## config.mk

```make
export PLATFORM = sky130hd
export DESIGN_NAME = clk_throttle
export DESIGN_NICKNAME = d
export VERILOG_FILES = /design/src/rtl/clk_throttle_pkg.sv /design/src/rtl/thr_rst_sync.sv /design/src/rtl/thr_trig_detect.sv /design/src/rtl/thr_pulse_ctrl.sv /design/src/rtl/thr_clk_gate.sv /design/src/rtl/clk_throttle.sv
export SDC_FILE = /design/constraint.sdc
export NUM_CORES = 1
export LEC_CHECK = 0
export ABC_AREA = 1
export BUFFER_PORTS_ARGS = -buffer_cell sky130_fd_sc_hd__buf_2
export CORE_MARGIN = 1.5
export CORE_UTILIZATION = 49
export CTS_CLUSTER_SIZE = 40
export DETAILED_ROUTE_END_ITERATION = 7
export GPL_TIMING_DRIVEN = 1
export PLACE_DENSITY = 0.71
export SETUP_SLACK_MARGIN = 0.3
export SYNTH_ARGS = -nofsm -noshare
export SYNTH_HDL_FRONTEND = slang
export SYNTH_SLANG_ARGS = --single-unit
```

## constraint.sdc

```tcl
create_clock -name clk_in -period 1.15 [get_ports clk_in]
set_input_delay 0.23 -clock clk_in [delete_from_list [all_inputs] [get_ports clk_in]]
set_output_delay 0.23 -clock clk_in [all_outputs]
set_load 0.005 [all_outputs]
```

## src/rtl/clk_throttle_pkg.sv

```systemverilog
package clk_throttle_pkg;

  typedef enum logic [1:0] {
    ST_IDLE = 2'd0,
    ST_RUN  = 2'd1,
    ST_HALT = 2'd2,
    ST_DONE = 2'd3
  } thr_state_e;

  localparam logic REG_COUNT = 1'b0;
  localparam logic REG_CTRL  = 1'b1;

  localparam int CTRL_GO_BIT     = 0;
  localparam int CTRL_RESUME_BIT = 1;

endpackage

```

## src/rtl/thr_rst_sync.sv

```systemverilog
module thr_rst_sync #(
  parameter int STAGES = 2
) (
  input  logic clk,
  input  logic arst_n,
  output logic rst_n_o
);

  logic [STAGES-1:0] sr_q;
  logic [STAGES-1:0] sr_d;

  always_comb begin
    sr_d = {sr_q[STAGES-2:0], 1'b1};
  end

  always_ff @(posedge clk or negedge arst_n) begin
    if (!arst_n) sr_q <= '0;
    else         sr_q <= sr_d;
  end

  assign rst_n_o = sr_q[STAGES-1];

endmodule

```

## src/rtl/thr_trig_detect.sv

```systemverilog
module thr_trig_detect #(
  parameter int STAGES = 2
) (
  input  logic clk,
  input  logic rst_n,
  input  logic trig_async,
  output logic rise_o
);

  logic [STAGES-1:0] sync_q;
  logic [STAGES-1:0] sync_d;
  logic              prev_q;
  logic              level;

  always_comb begin
    sync_d = {sync_q[STAGES-2:0], trig_async};
  end

  assign level = sync_q[STAGES-1];

  always_ff @(posedge clk or negedge rst_n) begin
    if (!rst_n) begin
      sync_q <= '0;
      prev_q <= 1'b0;
    end else begin
      sync_q <= sync_d;
      prev_q <= level;
    end
  end

  assign rise_o = level & ~prev_q;

endmodule

```

## src/rtl/thr_pulse_ctrl.sv

```systemverilog
module thr_pulse_ctrl
  import clk_throttle_pkg::*;
#(
  parameter int CNT_W = 16
) (
  input  logic             clk,
  input  logic             rst_n,
  input  logic             wr_en,
  input  logic             wr_addr,
  input  logic [CNT_W-1:0] wr_data,
  input  logic             trig_rise,
  output thr_state_e       state_o,
  output logic [CNT_W-1:0] cnt_o,
  output logic             fin_o,
  output logic             ctrl_wr_o
);

  localparam logic [CNT_W-1:0] ONE = CNT_W'(1);

  thr_state_e       state_q, state_d;
  logic [CNT_W-1:0] cnt_q, cnt_d, cnt_eff;
  logic [CNT_W-1:0] prog_q;
  logic             fin_q, fin_d;
  logic             ctrl_wr, prog_wr, dec;
  logic             state_en, cnt_en, fin_en;

  always_comb begin
    ctrl_wr = wr_en & (wr_addr == REG_CTRL);
    prog_wr = wr_en & (wr_addr == REG_COUNT);
    dec     = (state_q == ST_RUN) & fin_q;
    cnt_eff = dec ? (cnt_q - ONE) : cnt_q;

    state_d = state_q;
    cnt_d   = cnt_eff;
    fin_d   = fin_q;

    if (ctrl_wr) begin
      if (wr_data[CTRL_GO_BIT]) begin
        state_d = ST_RUN;
        cnt_d   = prog_q;
        fin_d   = |prog_q;
      end else if (wr_data[CTRL_RESUME_BIT]) begin
        state_d = (fin_q && (cnt_eff == '0)) ? ST_DONE : ST_RUN;
      end else begin
        state_d = ST_IDLE;
      end
    end else if (dec) begin
      if (cnt_q == ONE)   state_d = ST_DONE;
      else if (trig_rise) state_d = ST_HALT;
    end

    state_en = ctrl_wr | dec;
    cnt_en   = ctrl_wr | dec;
    fin_en   = ctrl_wr;
  end

  always_ff @(posedge clk or negedge rst_n) begin
    if (!rst_n) begin
      state_q <= ST_RUN;
      cnt_q   <= '0;
      fin_q   <= 1'b0;
      prog_q  <= '0;
    end else begin
      if (state_en) state_q <= state_d;
      if (cnt_en)   cnt_q   <= cnt_d;
      if (fin_en)   fin_q   <= fin_d;
      if (prog_wr)  prog_q  <= wr_data;
    end
  end

  assign state_o   = state_q;
  assign cnt_o     = cnt_q;
  assign fin_o     = fin_q;
  assign ctrl_wr_o = ctrl_wr;

endmodule

```

## src/rtl/thr_clk_gate.sv

```systemverilog
module thr_clk_gate (
  input  logic clk,
  input  logic rst_n,
  input  logic en_req,
  output logic en_q_o,
  output logic clk_gated
);

  logic en_q;

  always_ff @(negedge clk or negedge rst_n) begin
    if (!rst_n) en_q <= 1'b0;
    else        en_q <= en_req;
  end

  assign en_q_o    = en_q;
  assign clk_gated = clk & en_q;

endmodule

```

## src/rtl/clk_throttle.sv

```systemverilog
module clk_throttle
  import clk_throttle_pkg::*;
#(
  parameter int CNT_W       = 16,
  parameter int SYNC_STAGES = 2
) (
  input  logic             clk_in,
  input  logic             arst_n,
  input  logic             trig_in,
  input  logic             wr_en,
  input  logic             wr_addr,
  input  logic [CNT_W-1:0] wr_data,
  input  logic             rd_addr,
  output logic [CNT_W-1:0] rd_data,
  output logic             clk_out
);

  logic             rst_sync_n;
  logic             trig_rise;
  thr_state_e       st;
  logic [CNT_W-1:0] cnt;
  logic             fin;
  logic             ctrl_wr;
  logic             gate_en;
  logic             run_req;

  thr_rst_sync #(.STAGES(SYNC_STAGES)) u_rst (
    .clk     (clk_in),
    .arst_n  (arst_n),
    .rst_n_o (rst_sync_n)
  );

  thr_trig_detect #(.STAGES(SYNC_STAGES)) u_trig (
    .clk        (clk_in),
    .rst_n      (rst_sync_n),
    .trig_async (trig_in),
    .rise_o     (trig_rise)
  );

  thr_pulse_ctrl #(.CNT_W(CNT_W)) u_ctrl (
    .clk       (clk_in),
    .rst_n     (rst_sync_n),
    .wr_en     (wr_en),
    .wr_addr   (wr_addr),
    .wr_data   (wr_data),
    .trig_rise (trig_rise),
    .state_o   (st),
    .cnt_o     (cnt),
    .fin_o     (fin),
    .ctrl_wr_o (ctrl_wr)
  );

  assign run_req = (st == ST_RUN);

  thr_clk_gate u_gate (
    .clk       (clk_in),
    .rst_n     (rst_sync_n),
    .en_req    (run_req),
    .en_q_o    (gate_en),
    .clk_gated (clk_out)
  );

  always_comb begin
    if (rd_addr == REG_COUNT) rd_data = cnt;
    else                      rd_data = CNT_W'({fin, st});
  end

endmodule

```

==> results.ini, run 1 <==
[outcome]
run_status=finished with violations
failed_checks=DRC, setup timing

[job]
cap_viol_max_count=0

[floorplan]
floorplan.initialDensity_pct=51.9
vertical_die_dimension_um=71.6
rows=24
chipWidth_um=71.6
design.core.area_um2=4440
dieArea_um2=5130
design.portCount=39

[timing]
maxSlewViolCount=0
final.setup.worst_slack_ps=-1020
max_freq_mhz=460
period_minus_slack_ps=2170
min_period_over_period_pct=189
fin_skew_ps=20.6
whs_ps=44.3
timing.final.setup_violations=38
rsz_0062_raised_after_global_routing=yes
timing_hold_violations_final=0
final.setup.tns_ps=-19090

[yosys]
post_synth_inst_count=312
ys_seq_elements=41
synth_area_leaders=dfrtp_1 (42%), nand2_1 (9.3%), nor2_1 (8.0%)
synth.lib_cells_used.distinct=31
synth_flop_cell=dfrtp_1
total_of_warnings_raised_by_yosys=0
synth_largest_area_cell=dfrtp_1
asyncSetResetFlopFracSynth_pct=100
synth-seq-area-share_pct=44.5
synth_enable_flop_cells=0
yosys.area.top_type_share_pct=42.3
synthesis.area_per_instance_um2=7.39
synth.net_count=336
synth.cell_area_um2=2310

[clock_network]
worstSkewPairLatency_ps=430
clkSlewWorstSetupHoldPaths_ps=90
cts_tree=built

[cells_and_area]
flow.area_growth_from_synthesis_pct=81.4
diode_count=0
layout_commonest_cell=buf_4
share_of_cells_above_drive_strength_1_pct=57.9
fin_cells=522
highest_count_cells_in_the_layout_ignoring_fill_and_taps=buf_4 (76), nand2_1 (47), buf_2 (38)
nNetsFinal=493

[drt]
routed_via_count=3473
wl_per_cell_um=24.5
postRouteAntennaNets=0
via_per_inst=6.65
drt_iter0_drc=733
postRouteWirelength_um=12800
drtPass1Iterations=8
post-route-drc-count=91

[setup_path]
critical_path.max_fanout=5
reg2reg_from=u_ctrl.cnt_o[4]
critical_path.startpoint=u_ctrl.cnt_o[4]
crit_required_ps=1500
cp.arrival_ps=2520
timing.setup.critical_path_class=reg -> reg
r2r_setup_slack_ps=-1020
setup.worst_path.start_class=flop
worstSetupEndpointType=flop

[worst_hold_path]
timing.hold.worst.class=in -> reg
min_from=wr_data[15]

[grt]
via_count_of_the_first_global_routing_pass=3041
grt-ovfl-total=0
first_pass_grt_wire_length_um=14400
antenna_violations_before_repair=0
grt_max_degree=24
grt.total_usage_pct=38.1

[power]
ir_worst_vdd_mv=1.28
total_power_after_layout_mw=10.5
cellPowerDensity_nw_per_um2=2510
leakage_nw=2.03

[place]
gpl.final_weighted_congestion=0.963
port-buffer-count=38
placed_cells_incl_taps=457
dpl.hpwl_um=5150

power by group:
group / internal (mW) / leakage, nW / switching (mW)
combinational: 3.18 / 1.47 / 3.38
clock: 0.943 / 0.0945 / 0.640
sequential: 1.85 / 0.470 / 0.497
total: 5.97 / 2.03 / 4.52
state kept, by name, summed over array words and instances, names as in the netlist:
name	cells
u_ctrl.state_o	2
u_gate.en_q_o	1
u_ctrl.prog_q	16
u_rst.sr_q	2
u_trig.prev_q	1
u_trig.sync_q	2
u_ctrl.fin_o	1
u_ctrl.cnt_o	16
critical path, cell delays in order, from the launching register on:
cell     delay (ps)
dfrtp_2         460
nor2_1          300
nand2_1         180
nor2_4          250
nand3_2         130
nand2_1         110
nand3_1         140
nor2_1          240
nand3_1         130
a21oi_2         160
metrics by stage:
stage	util [%]	setup slack, ps	area, um^2
floorplan	-	-341	2460
global placement	70.9	-557	3150
detailed placement	70.9	-583	3150
CTS	86.3	-658	3840
global route	94.1	-1010	4180
finish	94.1	-1020	4180
cell type report:
| cell class | count | area [um^2] |
|---|---|---|
| Clock buffer | 10 | 129 |
| Clock inverter | 3 | 41.3 |
| Fill cell | 136 | 260 |
| Inverter | 42 | 195 |
| Multi-Input combinational cell | 219 | 1450 |
| Sequential cell | 41 | 1030 |
| Tap cell | 52 | 65.1 |
| Timing Repair Buffer | 155 | 1270 |
synth_stat cells (3+ instances only):
cell / n
nand2_1: 57
nor2_1: 49
inv_1: 41
dfrtp_1: 39
a21oi_1: 27
o21ai_0: 25
nand3_1: 16
o22ai_1: 8
clkbuf_1: 7
mux2_2: 7
nor2_2: 5
nand4_1: 4
nor3_1: 4
nor4_1: 3
cells by family after synthesis:
family | share of synthesized area, %
buffers and inverters | 8.52
flip-flops | 44.5
AO/OA/AOI/OAI | 14.6
AND/OR/NAND/NOR | 26.9
adder cells (fa/ha/maj) | 1.09
multiplexers | 3.42
other | 0.163
XOR/XNOR | 0.760
metal layers:
layer	up-vias	routed length, um	global-route usage (%)
li1	1341	-	-
met3	151	1710	12.1
met4	0	1220	23.1
met5	-	0	0
met1	1551	4220	42.6
met2	430	5630	63.3
worst paths after layout:
check / to / cells past startpoint
max: u_ctrl.state_o[1] / 9
min: u_ctrl.prog_q[15] / 2
max reg2reg: u_ctrl.state_o[1] / 9
min reg2reg: u_ctrl.cnt_o[0] / 1
max in group asynchronous: u_gate.en_q_o / 0
min in group asynchronous: u_rst.sr_q[0] / 2
what timing repair did:
item	CTS	global route
hold endpoints to repair	3	0
gates cloned	1	0
endpoints found under the setup margin	42	42
setup buffers	24	27
hold buffers	2	0
resized for setup	107	41
pin swaps	16	15
(Power assumes the default switching activity.)
==> run 2: changes to the inputs <==
--- a/config.mk
+++ b/config.mk
@@ -5,14 +5,13 @@
 export SDC_FILE = /design/constraint.sdc
 export NUM_CORES = 1
 export LEC_CHECK = 0
-export ABC_AREA = 1
 export BUFFER_PORTS_ARGS = -buffer_cell sky130_fd_sc_hd__buf_2
 export CORE_MARGIN = 1.5
 export CORE_UTILIZATION = 49
 export CTS_CLUSTER_SIZE = 40
 export DETAILED_ROUTE_END_ITERATION = 7
 export GPL_TIMING_DRIVEN = 1
-export PLACE_DENSITY = 0.71
+export PLACE_DENSITY = 0.78
 export SETUP_SLACK_MARGIN = 0.3
 export SYNTH_ARGS = -nofsm -noshare
 export SYNTH_HDL_FRONTEND = slang
==> results.ini, run 2 <==
[outcome]
run_status=finished with violations
failed_checks=setup timing

[yosys]
synth_largest_area_cell=dfrtp_1
synth.net_count=231
synth_area_leaders=dfrtp_1 (46%), mux2_2 (9.6%), nor2b_1 (4.4%)
yosys.area.top_type_share_pct=46.0
asyncSetResetFlopFracSynth_pct=100
synth.cell_area_um2=2120
yosys-top-cells-count=dfrtp_1 (39), nand2_1 (24), mux2_2 (18)
total_of_warnings_raised_by_yosys=0
ys_seq_elements=41
synthMostInstantiatedCell=dfrtp_1
synth-seq-area-share_pct=48.4
synth_enable_flop_cells=0
synthesis.area_per_instance_um2=10.3
post_synth_inst_count=207
synth_flop_cell=dfrtp_1
synth.lib_cells_used.distinct=38

[power]
cellPowerDensity_nw_per_um2=2070
leakage_nw=1.72
share_comb_of_total_power_pct=56.6
power.sequential.fraction_pct=27.4
cell_internal_pwr_mw=4.83
p_sw_mw=2.99
ir_worst_vdd_mv=1.32
netSwitchingFraction_pct=38.2
pwr-share-clk_pct=16.0

[setup_path]
cp_common_cell=or4_4
reg2reg_from=u_ctrl.cnt_o[4]
critical_path.max_fanout=4
timing.setup.critical_path_class=reg -> reg
timing.critical_path.depth=5
crit_required_ps=1440
timing.rr.end=u_ctrl.state_o[1]
cpLargestDelayFamily=simple AND/OR/NAND/NOR gates
crit_path_end=u_ctrl.state_o[1]
cp.arrival_ps=2520
cell_at_the_slowest_stage_of_the_critical_path=or4_4
setup.worst_path.start_class=flop
cp_slowest_stage_delay_ps=580
critical_path.startpoint=u_ctrl.cnt_o[4]
r2r_setup_slack_ps=-1080
critical_path_buf_inv_count=0
worstSetupEndpointType=flop
ff2ff_path_depth=5
crit_path_cell_trace=or4_4 > or4_4 > nor3_2 > a211oi_2 > o41ai_2

[place]
port-buffer-count=38
placement.setup.worst_slack_ps=-928
placed_cells_incl_taps=338
dpl.hpwl_um=4240
post_dp_cell_area_um2=2920
gpl.final_weighted_congestion=0.935

[drt]
drtPass1Iterations=5
postRouteAntennaNets=0
drt_iter0_drc=325
via_per_inst=6.16
postRouteWirelength_um=8990
routed_via_count=2329
wl_per_cell_um=23.8
post-route-drc-count=0

[grt]
grt_max_degree=31
via_count_of_the_first_global_routing_pass=2045
grt.total_usage_pct=32.8
first_pass_grt_wire_length_um=10600
grt-ovfl-total=0
antenna_violations_before_repair=0

[floorplan]
floorplan.initialDensity_pct=51.9
design.portCount=39
chipWidth_um=68.8
vertical_die_dimension_um=68.8
dieArea_um2=4730
rows=23
design.core.area_um2=4090

[cells_and_area]
diode_count=0
nNetsFinal=352
post-route-cell-area_um2=3780
highest_count_cells_in_the_layout_ignoring_fill_and_taps=buf_4 (44), buf_2 (37), buf_6 (34)
share_of_cells_above_drive_strength_1_pct=64.9
fillCellCount=145
fin_cells=378
flow.area_growth_from_synthesis_pct=77.9
layout_commonest_cell=buf_4

[timing]
max_freq_mhz=448
min_period_over_period_pct=194
timing.final.setup_violations=38
final.setup.worst_slack_ps=-1080
fin_skew_ps=21.2
rsz_0062_raised_after_global_routing=yes
period_minus_slack_ps=2230
maxSlewViolCount=0
timing_hold_violations_final=0

[clock_network]
cts_tree=built
worstSkewPairLatency_ps=420
clkSlewWorstSetupHoldPaths_ps=80

[worst_hold_path]
timing.hold.worst.class=in -> reg

[job]
cap_viol_max_count=0

run 2: metal layers:
| metal | part of all wire, % | vias to the layer above | GRT usage [%] | wire [um] |
|---|---|---|---|---|
| met1 | 39 | 1115 | 41.6 | 3540 |
| met5 | 0 | - | 0 | 0 |
| li1 | - | 971 | - | - |
| met3 | 8.3 | 51 | 9.58 | 745 |
| met4 | 5.1 | 0 | 14.7 | 460 |
| met2 | 47 | 192 | 52.2 | 4250 |
run 2: through the flow:
step                      TNS, ps  util [%]  total power, mW  hold WS [ps]
after floorplan             -7730         -             3.52         -65.6
after global placement     -11070      71.6             4.67          15.0
after detailed placement   -11690      71.6             4.72          18.1
after CTS                  -15350      84.4             6.73          54.3
after global routing       -19450      92.4             8.07          41.1
final                      -18300      92.4             7.83          57.0
run 2: kinds of logic after synthesis:
| group | share of synthesized area (%) |
|---|---|
| and+or+nand+nor | 25.0 |
| DFF | 48.4 |
| AOI/OAI and AO/OA | 7.02 |
| muxes | 9.55 |
| xor gates and xnor gates | 6.19 |
| buffers and inverters | 2.48 |
| adders and majority gates | 1.18 |
| other | 0.177 |
run 2: how the worst min path moves through the flow:
| stage | to | startpoint | slack, ps | depth (start not counted) |
|---|---|---|---|---|
| 2_1_floorplan | u_rst.sr_q[0] | arst_n | -70 | 0 |
| 5_1_grt | u_ctrl.prog_q[7] | wr_data[7] | 40 | 2 |
| 3_5_place_dp | u_rst.sr_q[0] | arst_n | 20 | 1 |
| 4_1_cts | u_ctrl.prog_q[15] | wr_data[15] | 50 | 2 |
| 3_3_place_gp | u_rst.sr_q[0] | arst_n | 10 | 1 |
| 6_report | u_ctrl.prog_q[9] | wr_data[9] | 60 | 2 |
run 2: layout make-up:
cell class | instances | area [um^2] | area share [%]
clock buffers | 11 | 133 | 3.51
inverters | 2 | 7.51 | 0.199
multi-input cells | 154 | 1550 | 41.0
flip-flops and latches | 41 | 1040 | 27.5
well taps | 50 | 62.6 | 1.66
repair buffers | 120 | 988 | 26.2
run 2: repair_timing:
| action | in CTS | in global routing |
|---|---|---|
| resized for setup | 73 | 35 |
| hold buffers | 2 | 0 |
| pin swaps | 22 | 17 |
| setup endpoints to repair | 42 | 69 |
| gates cloned | 0 | 0 |
| buffers inserted | 11 | 17 |
| endpoints found under the hold margin | 3 | 0 |
run 2: power by group through the flow:
stage | combinational [mW] | sequential (mW) | clock, mW
4_1_cts | 3.41 | 2.05 | 1.26
5_1_grt | 4.58 | 2.16 | 1.33
3_5_place_dp | 2.62 | 2.05 | 0.0424
3_3_place_gp | 2.59 | 2.04 | 0.0424
6_report | 4.43 | 2.14 | 1.25
2_1_floorplan | 1.34 | 2.15 | 0.0227
